[config.mk]
export PLATFORM = sky130hd
export DESIGN_NAME = pit_io_timer
export DESIGN_NICKNAME = d
export VERILOG_FILES = /design/src/rtl/pit_pkg.sv /design/src/rtl/pit_port.sv /design/src/rtl/pit_timer.sv /design/src/rtl/pit_edge.sv /design/src/rtl/pit_io_timer.sv
export SDC_FILE = /design/constraint.sdc
export NUM_CORES = 1
export LEC_CHECK = 0
export BUFFER_PORTS_ARGS = -buffer_cell sky130_fd_sc_hd__buf_2
export CAP_MARGIN = 20
export CELL_PAD_IN_SITES_DETAIL_PLACEMENT = 0
export CELL_PAD_IN_SITES_GLOBAL_PLACEMENT = 1
export CORE_ASPECT_RATIO = 2
export CORE_UTILIZATION = 45
export DETAILED_ROUTE_END_ITERATION = 10
export PLACE_DENSITY = 0.83
export SETUP_SLACK_MARGIN = 0.02
export SYNTH_ARGS = -nofsm -noshare
export SYNTH_HDL_FRONTEND = slang
export SYNTH_SLANG_ARGS = --single-unit
export TNS_END_PERCENT = 100
[constraint.sdc]
create_clock -name clk -period 4.5 [get_ports clk]
set_input_delay 0 -clock clk [delete_from_list [all_inputs] [get_ports clk]]
set_output_delay 0 -clock clk [all_outputs]
set_load 0.03 [all_outputs]
[src/rtl/pit_pkg.sv]
package pit_pkg;

    localparam int DATA_W_DEF    = 8;
    localparam int MAX_SHIFT_DEF = 10;

    typedef enum logic [1:0] {
        TMR_IDLE   = 2'd0,
        TMR_RUN    = 2'd1,
        TMR_LAPSED = 2'd2
    } tmr_state_e;

    // prescale code -> shift amount; the slowest code uses max_sh
    function automatic int unsigned shift_of(input logic [1:0] sel, input int unsigned max_sh);
        case (sel)
            2'd0:    return 0;
            2'd1:    return 3;
            2'd2:    return 6;
            default: return max_sh;
        endcase
    endfunction

endpackage

[src/rtl/pit_port.sv]
module pit_port #(
    parameter int DW = 8
) (
    input  logic          clk,
    input  logic          rst_n,
    input  logic          data_wr,
    input  logic          dir_wr,
    input  logic [DW-1:0] wdata,
    input  logic [DW-1:0] pin_in,
    output logic [DW-1:0] data_q,
    output logic [DW-1:0] dir_q,
    output logic [DW-1:0] rd_val
);

    always_ff @(posedge clk or negedge rst_n) begin
        if (!rst_n) begin
            data_q <= '0;
            dir_q  <= '0;
        end else begin
            if (data_wr) data_q <= wdata;
            if (dir_wr)  dir_q  <= wdata;
        end
    end

    always_comb rd_val = (data_q & dir_q) | (pin_in & ~dir_q);

endmodule

[src/rtl/pit_timer.sv]
module pit_timer
    import pit_pkg::*;
#(
    parameter int DW        = 8,
    parameter int MAX_SHIFT = 10
) (
    input  logic          clk,
    input  logic          rst_n,
    input  logic          load,
    input  logic [DW-1:0] load_val,
    input  logic [1:0]    load_sel,
    input  logic          load_ien,
    output logic [DW-1:0] rd_val,
    output logic          flag,
    output logic          ien
);

    localparam int CW = DW + MAX_SHIFT;

    tmr_state_e    state_q, state_d;
    logic [CW-1:0] remain_q, remain_d;
    logic [1:0]    sel_q, sel_d;
    logic          ien_q, ien_d;
    logic [CW-1:0] scaled;

    always_ff @(posedge clk or negedge rst_n) begin
        if (!rst_n) begin
            state_q  <= TMR_IDLE;
            remain_q <= '0;
            sel_q    <= '0;
            ien_q    <= 1'b0;
        end else begin
            state_q  <= state_d;
            remain_q <= remain_d;
            sel_q    <= sel_d;
            ien_q    <= ien_d;
        end
    end

    always_comb begin
        state_d  = state_q;
        remain_d = remain_q;
        sel_d    = sel_q;
        ien_d    = ien_q;
        if (load) begin
            state_d  = TMR_RUN;
            remain_d = CW'(load_val) << shift_of(load_sel, MAX_SHIFT);
            sel_d    = load_sel;
            ien_d    = load_ien;
        end else begin
            unique case (state_q)
                TMR_IDLE: ;
                TMR_RUN: begin
                    if (remain_q == '0) begin
                        state_d  = TMR_LAPSED;
                        remain_d = '1;
                    end else begin
                        remain_d = remain_q - 1'b1;
                    end
                end
                TMR_LAPSED: remain_d = remain_q - 1'b1;
                default:    state_d  = TMR_IDLE;
            endcase
        end
    end

    always_comb begin
        scaled = remain_q >> shift_of(sel_q, MAX_SHIFT);
        flag   = (state_q == TMR_LAPSED);
        ien    = ien_q;
        unique case (state_q)
            TMR_RUN:    rd_val = scaled[DW-1:0];
            TMR_LAPSED: rd_val = remain_q[DW-1:0];
            default:    rd_val = '0;
        endcase
    end

endmodule

[src/rtl/pit_edge.sv]
module pit_edge (
    input  logic clk,
    input  logic rst_n,
    input  logic pin,
    input  logic cfg_wr,
    input  logic cfg_en,
    input  logic cfg_rise,
    input  logic clr,
    output logic flag,
    output logic en
);

    logic prev_q, armed_q, rise_q, hit;

    always_comb hit = armed_q && (rise_q ? (pin && !prev_q) : (!pin && prev_q));

    always_ff @(posedge clk or negedge rst_n) begin
        if (!rst_n) begin
            prev_q  <= 1'b0;
            armed_q <= 1'b0;
            rise_q  <= 1'b0;
            en      <= 1'b0;
            flag    <= 1'b0;
        end else begin
            prev_q  <= pin;
            armed_q <= 1'b1;
            if (cfg_wr) begin
                en     <= cfg_en;
                rise_q <= cfg_rise;
            end
            if (hit)      flag <= 1'b1;
            else if (clr) flag <= 1'b0;
        end
    end

endmodule

[src/rtl/pit_io_timer.sv]
module pit_io_timer
    import pit_pkg::*;
#(
    parameter int DATA_W    = DATA_W_DEF,
    parameter int MAX_SHIFT = MAX_SHIFT_DEF
) (
    input  logic              clk,
    input  logic              rst_n,
    input  logic              cs,
    input  logic              we,
    input  logic [4:0]        addr,
    input  logic [DATA_W-1:0] wdata,
    output logic [DATA_W-1:0] rdata,
    input  logic [DATA_W-1:0] pa_in,
    output logic [DATA_W-1:0] pa_out,
    output logic [DATA_W-1:0] pa_oe,
    input  logic [DATA_W-1:0] pb_in,
    output logic [DATA_W-1:0] pb_out,
    output logic [DATA_W-1:0] pb_oe,
    output logic              irq_n
);

    localparam int NPORT = 2;

    logic wr, rd, tmr_load, edge_cfg, flag_rd;
    logic t_flag, t_ien, e_flag, e_en;
    logic [DATA_W-1:0] t_val;
    logic [DATA_W-1:0] p_in   [NPORT];
    logic [DATA_W-1:0] p_data [NPORT];
    logic [DATA_W-1:0] p_dir  [NPORT];
    logic [DATA_W-1:0] p_rd   [NPORT];

    always_comb begin
        wr       = cs && we;
        rd       = cs && !we;
        tmr_load = wr && addr[2] && addr[4];
        edge_cfg = wr && addr[2] && !addr[4];
        flag_rd  = rd && addr[2] && addr[0];
    end

    assign p_in[0] = pa_in;
    assign p_in[1] = pb_in;

    for (genvar gi = 0; gi < NPORT; gi++) begin : g_port
        pit_port #(.DW(DATA_W)) u_port (
            .clk    (clk),
            .rst_n  (rst_n),
            .data_wr(wr && !addr[2] && (addr[1] == gi[0]) && !addr[0]),
            .dir_wr (wr && !addr[2] && (addr[1] == gi[0]) &&  addr[0]),
            .wdata  (wdata),
            .pin_in (p_in[gi]),
            .data_q (p_data[gi]),
            .dir_q  (p_dir[gi]),
            .rd_val (p_rd[gi])
        );
    end

    assign pa_out = p_data[0];
    assign pa_oe  = p_dir[0];
    assign pb_out = p_data[1];
    assign pb_oe  = p_dir[1];

    pit_timer #(.DW(DATA_W), .MAX_SHIFT(MAX_SHIFT)) u_timer (
        .clk     (clk),
        .rst_n   (rst_n),
        .load    (tmr_load),
        .load_val(wdata),
        .load_sel(addr[1:0]),
        .load_ien(addr[3]),
        .rd_val  (t_val),
        .flag    (t_flag),
        .ien     (t_ien)
    );

    pit_edge u_edge (
        .clk     (clk),
        .rst_n   (rst_n),
        .pin     (pa_in[DATA_W-1]),
        .cfg_wr  (edge_cfg),
        .cfg_en  (addr[1]),
        .cfg_rise(addr[0]),
        .clr     (flag_rd),
        .flag    (e_flag),
        .en      (e_en)
    );

    always_comb begin
        rdata = '0;
        if (rd) begin
            if (!addr[2]) begin
                if (addr[0]) rdata = p_dir[addr[1]];
                else         rdata = p_rd[addr[1]];
            end else if (addr[0]) begin
                rdata = {t_flag, e_flag, {(DATA_W-2){1'b0}}};
            end else begin
                rdata = t_val;
            end
        end
    end

    assign irq_n = !((t_flag && t_ien) || (e_flag && e_en));

endmodule

==> metrics.yaml, run 1 <==
status: "completed"
setup-violations-final: 0
period_minus_slack_ns: 2.84
grt_pass1_wl_mm: 18.4
grt_max_degree: 61
postSynthCellCount: 403
dp_slack_ns: 1.76
cts-buffers-inserted: 9
drc: 0
fill_cells: 741
p_leak_nw: 1.97
syn_avg_cell_area_um2: 9.25
worst-endpoint-arrival_ns: 3.10
wl_per_cell_um: 20.8
coreArea_um2: 8000
io_pins: 74
critPathBufInv: 0
die_area_um2: 8670
tritoncts: "done"
fin_hold_ws_ns: 0.0218
multi_input_area_um2: 2070
antenna_found_initial: 0
vias: 3485
grt_pass1_vias: 3447
cpPeakStageDelay_ns: 0.68
clock_latency_ns: 0.33
first_pass_iters: 4
power.density_nw_per_um2: 558
numPortBuffers: 73
crit_type: "reg2reg"
regArea_um2: 1500
nets: 506
setup_tns_ns: 0
clk_pin_slew_ns: 0.05
syn_to_final_growth_pct: 21.9
setup_ws_ns: 1.66
drive_above_1_share: 0.300
netlist_area_um2: 3730
yosysTopAreaCellShare: 0.403
maxCapViolCount: 0
synth_warnings: 0
fmax_mhz: 353
viasPerCell: 6.11
tightest_slew_ns: 0.929
path_cells: "or4_1 -> or4b_4 -> or4_4 -> a21oi_1 -> o221a_2"
synth_nets: 440
dpl.hpwl_mm: 8.48
synth.area.top_cells: "dfrtp_1, mux2_2, o21ai_0, a21oi_1, nand2_1"
clock_skew_ns: 0.00466
die_height_um: 131
ant_nets: 0
gp_congestion: 0.990
grt-ovfl-total: 0
track_usage: 0.295
ys.flop_type: "dfrtp_1"
slew_headroom: 0.374
worstPathRequired_ns: 4.77
diodes: 0
synth_edf_count: 0
placed_area_um2: 4140
cpLargestDelayFamily: "simple AND/OR/NAND/NOR gates"
crit_path_top_delay_cell: "or4_1"
first_iter_violations: 251
yosysTopAreaCell: "dfrtp_1"
initial_utilization: 0.466
reg2reg_slack_ns: 1.66
final_area_um2: 4540
cp_max_fo: 7
drv_slew: 0
synth.ff_latch_count: 60
die_w_um: 66.4
root_buffer: "clkbuf_16"
async_flop_share: 1.00
cts_hold_buf: 4
cts.sinks: 60
htree_levels: 3
seq_area_frac_synth: 0.403
hold_path.class: "in2reg"
hold_violations: 0
end_kind: "register"
ctsLongestPathBuffers: 2
cts_resized: 0
synth.distinct_cells: 55
drt_wl_total_mm: 11.9
finalCritPeriodShare: 0.630
rows: 46
start_kind: "register"
vdd.ir_drop.worst_v: 0.000288
rsz0062_at_grt: "no"
cts_setup_buffers: 0
-- worst reg2reg max path, stage by stage, from the launching register on --
cell and delay (ns):
dfrtp_1 0.44, or4_1 0.68, or4b_4 0.58, or4_4 0.48, a21oi_1 0.34, o221a_2 0.26
-- metrics by stage --
| step | total power [W] | utilization | instances |
|---|---|---|---|
| after CTS | 0.00253 | 0.568 | 570 |
| final | 0.00254 | 0.568 | 570 |
| after floorplan | 0.00141 | - | 403 |
| after global placement | 0.00165 | 0.517 | 550 |
| after detailed placement | 0.00167 | 0.517 | 550 |
| after global routing | 0.00265 | 0.568 | 570 |
-- state kept, by name, summed over array words and instances, names as in the netlist, 2 cells and up --
register and count:
u_timer.sel_q 2, u_timer.remain_q 18, u_timer.state_q 2, g_port.u_port.data_q 16, g_port.u_port.dir_q 16
-- layout make-up --
type | count | area share
multi-input combinational | 304 | 0.456
sequential | 60 | 0.331
timing repair buffer | 81 | 0.0959
clock buffer | 12 | 0.0543
clock inverter | 4 | 0.0264
tap | 96 | 0.0264
inverter | 13 | 0.0107
-- routing by layer --
metal	vias up	routed length, µm	share of wire	track usage
met5	-	0	0	0
met2	131	6490	0.55	0.529
met3	45	458	0.039	0.0486
li1	1635	-	-	-
met4	0	614	0.052	0.186
met1	1674	4320	0.36	0.310
-- cell usage after synthesis (3+ instances only) --
cell / number
mux2_2: 36
dfrtp_1: 60
o22ai_1: 5
nand2b_1: 7
a21oi_1: 29
nor3_1: 10
o311ai_0: 6
xor2_1: 3
nor4_1: 6
a31oi_1: 4
inv_1: 12
mux2i_1: 4
nand3_1: 8
o31ai_1: 3
nor2_1: 32
nand4_1: 6
or2_2: 4
o21ai_0: 36
a221oi_1: 3
clkbuf_1: 21
ha_1: 4
nor2b_1: 7
xnor2_1: 4
a211oi_1: 7
nand2_1: 33
a22oi_1: 9
-- worst paths after layout --
path                                startpoint                   to  cells past startpoint
min                                   wdata[1]  u_timer.remain_q[1]                      3
min in group asynchronous                rst_n     u_timer.sel_q[0]                      3
max reg2reg                u_timer.remain_q[4]  u_timer.remain_q[5]                      5
min reg2reg                     u_edge.armed_q          u_edge.flag                      1
max                        u_timer.remain_q[4]  u_timer.remain_q[5]                      5
max in group asynchronous                rst_n   u_timer.state_q[1]                      3
-- report_power, final --
part / leakage, nW / total (W) / internal, W / switching [W]
clock network: 0.177 / 0.000857 / 0.000612 / 0.000245
registers: 0.739 / 0.000860 / 0.000677 / 0.000183
logic: 1.05 / 0.000818 / 0.000322 / 0.000496
total: 1.97 / 0.00254 / 0.00161 / 0.000924
-- placed cells by master, fill, tap and decap left out, types with 7 or more instances in the layout --
| cell | instances |
|---|---|
| nor2b_1 | 7 |
| inv_1 | 12 |
| o21ai_0 | 36 |
| nand3_1 | 8 |
| dfrtp_1 | 60 |
| clkbuf_16 | 9 |
| nor3_1 | 10 |
| nor2_1 | 32 |
| nand2b_1 | 7 |
| nand2_1 | 33 |
| mux2_2 | 36 |
| a21oi_1 | 29 |
| a211oi_1 | 7 |
| buf_2 | 73 |
| a22oi_1 | 9 |
-- logic make-up after synthesis --
group / Yosys count / synth area share
AOI/OAI and AO/OA: 120 / 0.205
xor gates and xnor gates: 7 / 0.0164
adders and majority gates: 4 / 0.0134
buffers and inverters: 39 / 0.0420
DFF: 60 / 0.403
muxes: 43 / 0.139
other: 1 / 0.00101
and+or+nand+nor: 129 / 0.180
No activity file was read; power rests on OpenSTA's default activity.
==> run 2: changes to the inputs <==
--- a/config.mk
+++ b/config.mk
@@ -10,9 +10,9 @@
 export CELL_PAD_IN_SITES_DETAIL_PLACEMENT = 0
 export CELL_PAD_IN_SITES_GLOBAL_PLACEMENT = 1
 export CORE_ASPECT_RATIO = 2
-export CORE_UTILIZATION = 45
+export CORE_UTILIZATION = 38
 export DETAILED_ROUTE_END_ITERATION = 10
-export PLACE_DENSITY = 0.83
+export PLACE_DENSITY = 0.75
 export SETUP_SLACK_MARGIN = 0.02
 export SYNTH_ARGS = -nofsm -noshare
 export SYNTH_HDL_FRONTEND = slang
==> constraint.sdc (replaced) <==
create_clock -name clk -period 2.6 [get_ports clk]
set_input_delay 0 -clock clk [delete_from_list [all_inputs] [get_ports clk]]
set_output_delay 0 -clock clk [all_outputs]
set_load 0.03 [all_outputs]
==> run 2 against run 1 <==
Compared with the run above: utilization shrank 7.4 points; total power rose by 61%; clock-buffer cell count decreased by 1; register-to-register slack worse by 1.6 ns; clock power rose by 26%; wire length is 1.3% higher; first-iteration DRC count fell by 39%; sequential cell count unchanged; critical path type unchanged; worst hold slack lost 0.0082 ns; sequential share of layout area shrank 0.84 points; global-route usage down 4.6 points.
==> metrics.yaml, run 2 (synthesized netlist as in run 1, its figures left out) <==
fin_hold_ws_ns: 0.0136  # was 0.0218 ns
setup-violations-final: 0  # unchanged
cts-buffers-inserted: 9  # unchanged
drv_slew: 0  # unchanged
clock_latency_ns: 0.33  # about the same
worstPathRequired_ns: 2.83  # was 4.77 ns
numPortBuffers: 73  # unchanged
drive_above_1_share: 0.333  # was 0.300
placed_area_um2: 4340  # was 4140 µm²
first_pass_iters: 4  # unchanged
maxCapViolCount: 0  # unchanged
power.density_nw_per_um2: 875  # was 558 nW/µm²
tightest_slew_ns: 0.851  # was 0.929 ns
ctsLongestPathBuffers: 2  # unchanged
setup_tns_ns: 0  # unchanged
hold_violations: 0  # unchanged
initial_utilization: 0.395  # was 0.466
start_kind: "register"  # unchanged
hold_path.class: "in2reg"  # unchanged
nets: 527  # was 506
final_area_um2: 4660  # was 4540 µm²
slew_headroom: 0.433  # was 0.374
cts.sinks: 60  # unchanged
dpl.hpwl_mm: 9.16  # was 8.48 mm
clock_skew_ns: 0.00552  # was 0.00466 ns
largest_reg_flops: 18  # unchanged
die_height_um: 142  # was 131 µm
grt-ovfl-total: 0  # unchanged
coreArea_um2: 9450  # was 8000 µm²
ant_nets: 0  # unchanged
layout.cells.non_filler: 625  # was 570
vdd.ir_drop.worst_v: 0.000574  # was 0.000288 V
end_kind: "register"  # unchanged
crit_type: "reg2reg"  # unchanged
reg2reg_slack_ns: 0.06  # was 1.66 ns
grt_max_degree: 44  # was 61
root_buffer: "clkbuf_16"  # unchanged
status: "completed"  # unchanged
rsz0062_at_grt: "no"  # unchanged
syn_to_final_growth_pct: 25.0  # was 21.9%
p_leak_nw: 2.04  # was 1.97 nW
die_w_um: 72.0  # was 66.4 µm
first_iter_violations: 152  # was 251
worst-endpoint-arrival_ns: 2.77  # was 3.10 ns
track_usage: 0.249  # was 0.295
diodes: 0  # unchanged
top_regs: "u_timer.remain_q x18, g_port.u_port.data_q x16, g_port.u_port.dir_q x16"  # unchanged
grt_use_met2: 0.439  # was 0.529
grtUsageMet1: 0.264  # was 0.310
gp_congestion: 0.950  # was 0.990
cp_max_fo: 6  # was 7
io_pins: 74  # unchanged
fmax_mhz: 394  # was 353 MHz
finalCritPeriodShare: 0.976  # was 0.630
busiest_layer: "met2"  # unchanged
place_inst: 604  # was 550
fill_cells: 908  # was 741
wl_per_cell_um: 19.3  # was 20.8 µm
met3_usage: 0.0482  # was 0.0486
top_register: "u_timer.remain_q"  # unchanged
drc: 0  # unchanged
clk_pin_slew_ns: 0.05  # about the same
drt_wl_total_mm: 12.0  # was 11.9 mm
rows: 50  # was 46
vias: 3494  # was 3485
viasPerCell: 5.59  # was 6.11
die_area_um2: 10200  # was 8670 µm²
tritoncts: "done"  # unchanged
antenna_found_initial: 0  # unchanged
htree_levels: 3  # unchanged
grt_pass1_vias: 3478  # was 3447
period_minus_slack_ns: 2.54  # was 2.84 ns
grt_pass1_wl_mm: 18.7  # was 18.4 mm
layout_common_cells: "buf_2, dfrtp_1, o21ai_0, mux2_2, nand2_1"  # unchanged
layout_commonest_cell: "buf_2"  # unchanged
## run 2: cell types whose count changed in the layout (fill, tap and decap cells not counted)
| cell | change |
|---|---|
| clkinvlp_4 | +1 |
| ha_2 | +1 |
| clkinv_2 | +4 |
| clkbuf_1 | -1 |
| bufinv_16 | -4 |
| buf_12 | +1 |
| ha_1 | -1 |
| buf_4 | +20 |
## run 2: stage by stage
stage / power [W] / setup WS [ns] / utilization
after floorplan: 0.00244 / 0.0286 / -
after global placement: 0.00297 / 0.116 / 0.459
after detailed placement: 0.00299 / 0.0762 / 0.459
after CTS: 0.00409 / 0.0662 / 0.492
after global routing: 0.00429 / 0.0290 / 0.493
final: 0.00408 / 0.0625 / 0.493
## run 2: worst paths after layout
kind,from,end,depth (start not counted)
worst max-delay path,u_timer.remain_q[9],u_timer.remain_q[9],5
worst min-delay path,wdata[4],g_port[1].u_port.dir_q[4],2
worst max register to register,u_timer.remain_q[9],u_timer.remain_q[9],5
worst min register to register,u_edge.armed_q,u_edge.flag,1
max in group asynchronous,rst_n,u_edge.armed_q,3
min in group asynchronous,rst_n,u_timer.sel_q[0],2
## run 2: area by class of cell
cell class / count / area [µm²] / share of cell area
multi-input cells: 304 / 2070 / 0.445
flip-flops and latches: 60 / 1500 / 0.322
repair buffers: 102 / 606 / 0.130
clock buffers: 11 / 243 / 0.0521
well taps: 130 / 163 / 0.0349
inverters: 13 / 48.8 / 0.0105
clock inverters: 5 / 27.5 / 0.00591
## run 2: power by group
part | internal [W] | switching [W]
logic | 0.000638 | 0.000936
clock network | 0.000663 | 0.000415
registers | 0.00117 | 0.000254
## run 2: worst max-delay path: stages, from the launching register on
cell	delay (ns)
dfrtp_1	0.42
or4_4	0.53
or4b_4	0.53
or4_4	0.48
and4_1	0.22
o32ai_2	0.26
## run 2: repair_timing
action                                  in CTS  in global routing
hold buffers                                 4                  0
buffers inserted                             0                  1
endpoints found under the setup margin       0                  2
resized for setup                            0                  1
hold endpoints to repair                    40                  0
## run 2: per-layer routing
layer  share of wire  vias up
li1                -     1674
met5               0        -
met2            0.54      118
met3           0.038       35
met4           0.052        0
met1            0.37     1667
==> run 3: changes to the inputs <==
--- a/config.mk
+++ b/config.mk
@@ -10,11 +10,12 @@
 export CELL_PAD_IN_SITES_DETAIL_PLACEMENT = 0
 export CELL_PAD_IN_SITES_GLOBAL_PLACEMENT = 1
 export CORE_ASPECT_RATIO = 2
-export CORE_UTILIZATION = 38
+export CORE_UTILIZATION = 40
 export DETAILED_ROUTE_END_ITERATION = 10
 export PLACE_DENSITY = 0.75
 export SETUP_SLACK_MARGIN = 0.02
 export SYNTH_ARGS = -nofsm -noshare
 export SYNTH_HDL_FRONTEND = slang
+export SYNTH_HIERARCHICAL = 1
 export SYNTH_SLANG_ARGS = --single-unit
 export TNS_END_PERCENT = 100
==> run 3 against run 2 <==
Compared with the run above: sequential cell count is the same; synthesized area grew 7.6%; worst hold slack got worse by 0.0053 ns; clock skew is 0.00058 ns lower; final cell count down 6.6%; critical path depth increased by 3; highest routed layer unchanged.
==> metrics.yaml, run 3 <==
status: "completed"  # unchanged
cpLargestDelayFamily: "flip-flops"  # was simple AND/OR/NAND/NOR gates
grt_pass1_vias: 3361  # was 3478
vias: 3312  # was 3494
worstPathRequired_ns: 2.60  # was 2.83 ns
top_register: "u_timer/remain_q"  # was u_timer.remain_q
ys.flop_type: "dfrtp_1"  # unchanged
netlist_area_um2: 4010  # was 3730 µm²
synth_edf_count: 0  # unchanged
dp_slack_ns: 0.306  # was 0.0762 ns
track_usage: 0.238  # was 0.249
largest_reg_flops: 18  # unchanged
die_area_um2: 10500  # was 10200 µm²
root_buffer: "clkbuf_16"  # unchanged
numPortBuffers: 73  # unchanged
reg2reg_slack_ns: 0.25  # was 0.06 ns
crit_path_start: "u_timer/sel_q[0]"  # was u_timer.remain_q[9]
setup_ws_ns: 0.200  # was 0.0625 ns
synth_nets: 412  # was 440
clock_skew_ns: 0.00494  # was 0.00552 ns
diodes: 0  # unchanged
cp_num_cells: 8  # was 5
first_pass_iters: 4  # unchanged
synth.area.top_cells: "dfrtp_1, mux2_4, mux2_2, mux2i_1, a21oi_1"  # was dfrtp_1, mux2_2, o21ai_0, a21oi_1, nand2_1
cts_hold_buf: 5  # was 4
crit_path_top_delay_cell: "dfrtp_1"  # was or4_4
tritoncts: "done"  # unchanged
yosysTopAreaCellShare: 0.374  # was 0.403
die_w_um: 72.8  # was 72.0 µm
crit_type: "reg2out"  # was reg2reg
cts-buffers-inserted: 9  # unchanged
clock_latency_ns: 0.33  # about the same
antenna_found_initial: 0  # unchanged
period_minus_slack_ns: 2.40  # was 2.54 ns
p_leak_nw: 2.18  # was 2.04 nW
ant_nets: 0  # unchanged
wl_per_cell_um: 20.2  # was 19.3 µm
reg2reg_to: "u_timer/remain_q[16]"  # was u_timer.remain_q[9]
setup-violations-final: 0  # unchanged
synth_warnings: 6  # was 0
cts_resized: 0  # unchanged
htree_levels: 3  # unchanged
syn_avg_cell_area_um2: 10.7  # was 9.25 µm²
layout_common_cells: "buf_2, dfrtp_1, mux2_4"  # was buf_2, dfrtp_1, o21ai_0, mux2_2, nand2_1
finalCritPeriodShare: 0.923  # was 0.976
rr_startpoint: "u_timer/state_q[0]"  # was u_timer.remain_q[9]
ctsLongestPathBuffers: 2  # unchanged
first_iter_violations: 132  # was 152
start_kind: "register"  # unchanged
fill_cells: 924  # was 908
postSynthCellCount: 375  # was 403
worst-endpoint-arrival_ns: 2.40  # was 2.77 ns
tightest_slew_ns: 0.807  # was 0.851 ns
fmax_mhz: 417  # was 394 MHz
io_pins: 74  # unchanged
synth.distinct_cells: 66  # was 55
end_kind: "output pin"  # was register
synth.ff_latch_count: 60  # unchanged
rsz0062_at_grt: "no"  # unchanged
rows: 51  # was 50
post-synth-top-count-cell: "dfrtp_1"  # unchanged
synthTopCellsByCount: "dfrtp_1, mux2_4, a21oi_1, mux2i_1, mux2_2"  # was dfrtp_1, mux2_2, o21ai_0
cts.sinks: 60  # unchanged
cts_setup_buffers: 0  # unchanged
maxCapViolCount: 0  # unchanged
gp_congestion: 0.901  # was 0.950
drc: 0  # unchanged
drive_above_1_share: 0.374  # was 0.333
drv_slew: 0  # unchanged
syn_to_final_growth_pct: 22.3  # was 25.0%
hold_violations: 0  # unchanged
yosysTopAreaCell: "dfrtp_1"  # unchanged
async_flop_share: 1.00  # unchanged
top_regs: "u_timer/remain_q x18, g_port.u_port/data_q x16, g_port.u_port/dir_q x16"  # was u_timer.remain_q x18, g_port.u_port.data_q x16, g_port.u_port.dir_q x16
hold_path.class: "in2reg"  # unchanged
dpl.hpwl_mm: 8.82  # was 9.16 mm
coreArea_um2: 9760  # was 9450 µm²
critPathBufInv: 1  # was 0
grt-ovfl-total: 0  # unchanged
cp_max_fo: 19  # was 6
p_total_w: 0.00461  # was 0.00408 W
power.density_nw_per_um2: 941  # was 875 nW/µm²
nets: 484  # was 527
grt_pass1_wl_mm: 18.2  # was 18.7 mm
vdd.ir_drop.worst_v: 0.000386  # was 0.000574 V
initial_utilization: 0.411  # was 0.395
viasPerCell: 5.67  # was 5.59
setup_tns_ns: 0  # unchanged
cpPeakStageDelay_ns: 0.75  # was 0.53 ns
crit_end: "rdata[6]"  # was u_timer.remain_q[9]
path_cells: "mux2i_1 -> a221oi_1 -> a21oi_1 -> nor2b_1 -> mux2_2 -> nand3_1 -> o221ai_1 -> buf_2"  # was or4_4 -> or4b_4 -> or4_4 -> and4_1 -> o32ai_2
grt_max_degree: 61  # was 44
hold_depth: 3  # was 2
seq_area_frac_synth: 0.374  # was 0.403
drt_wl_total_mm: 11.8  # was 12.0 mm
layout_commonest_cell: "buf_2"  # unchanged
reg2reg_depth: 7  # was 5
slew_headroom: 0.462  # was 0.433
clk_pin_slew_ns: 0.06  # was 0.05 ns
die_height_um: 144  # was 142 µm
[run 3: cell count changes in the layout (fill, tap and decap cells not counted), moves of 12 or more]
cell / previous run / this run
mux2_2: 36 / 22
mux2_4: 0 / 32
o21ai_0: 36 / 9
nand2_1: 33 / 21
nor2_1: 32 / 19
buf_4: 24 / 11
mux2i_1: 4 / 24
[run 3: worst min path at each step]
stage                                  to  slack (ns)      from
3_5_place_dp                u_edge/prev_q        0.15  pa_in[7]
6_report              u_timer/remain_q[1]       0.008  wdata[1]
3_3_place_gp                u_edge/prev_q        0.15  pa_in[7]
2_1_floorplan  g_port[0].u_port/data_q[0]       -0.30     rst_n
4_1_cts              u_timer/remain_q[16]        0.01  wdata[6]
5_1_grt              u_timer/remain_q[16]        0.03  wdata[6]
[run 3: metal layers]
layer / wire length [µm] / vias to the layer above / track usage
met4: 614 / 0 / 0.143
met1: 4250 / 1626 / 0.242
met5: 0 / - / 0
met2: 6480 / 118 / 0.445
li1: - / 1534 / -
met3: 423 / 34 / 0.0330
[run 3: area by class of cell]
type                            instances  area (µm²)  area share
Clock buffer                            9         225      0.0459
Clock inverter                          7         146      0.0298
Inverter                                8        30.0     0.00612
Multi-Input combinational cell        279        2340       0.477
Sequential cell                        60        1500       0.306
Tap cell                              132         165      0.0337
Timing Repair Buffer                   89         498       0.102
[run 3: cell families (layout without fill, tap and decap cells)]
group,Yosys count,in the layout,share of synthesized area
other cells,1,1,0.000935
buf+inv,36,113,0.0465
simple gates,109,109,0.159
xor+xnor,7,7,0.0153
mux,81,81,0.258
fa+ha+maj,4,4,0.0125
flops,60,60,0.374
compound gates,77,77,0.133
[run 3: worst reg2reg max path, cell delays in order, from the launching register on]
cell and delay, ns:
dfrtp_1 0.38, inv_1 0.09, ha_1 0.47, or2_2 0.36
nand3b_1 0.29, nor4_1 0.40, xnor2_1 0.17, o21ai_1 0.07
[run 3: report_power, final]
part           internal, W  switching, W  total, W
Sequential         0.00116      0.000373   0.00154
Clock              0.00104      0.000464   0.00151
Combinational     0.000713      0.000860   0.00157
Total              0.00292       0.00170   0.00461
[run 3: stage by stage]
stage	hold slack [ns]	cell area, µm²	util	instances
floorplan	-0.296	4010	-	375
CTS	0.0101	4910	0.502	584
global placement	0.151	4480	0.459	563
finish	0.00832	4910	0.502	584
global route	0.0285	4910	0.502	584
detailed placement	0.152	4480	0.459	563
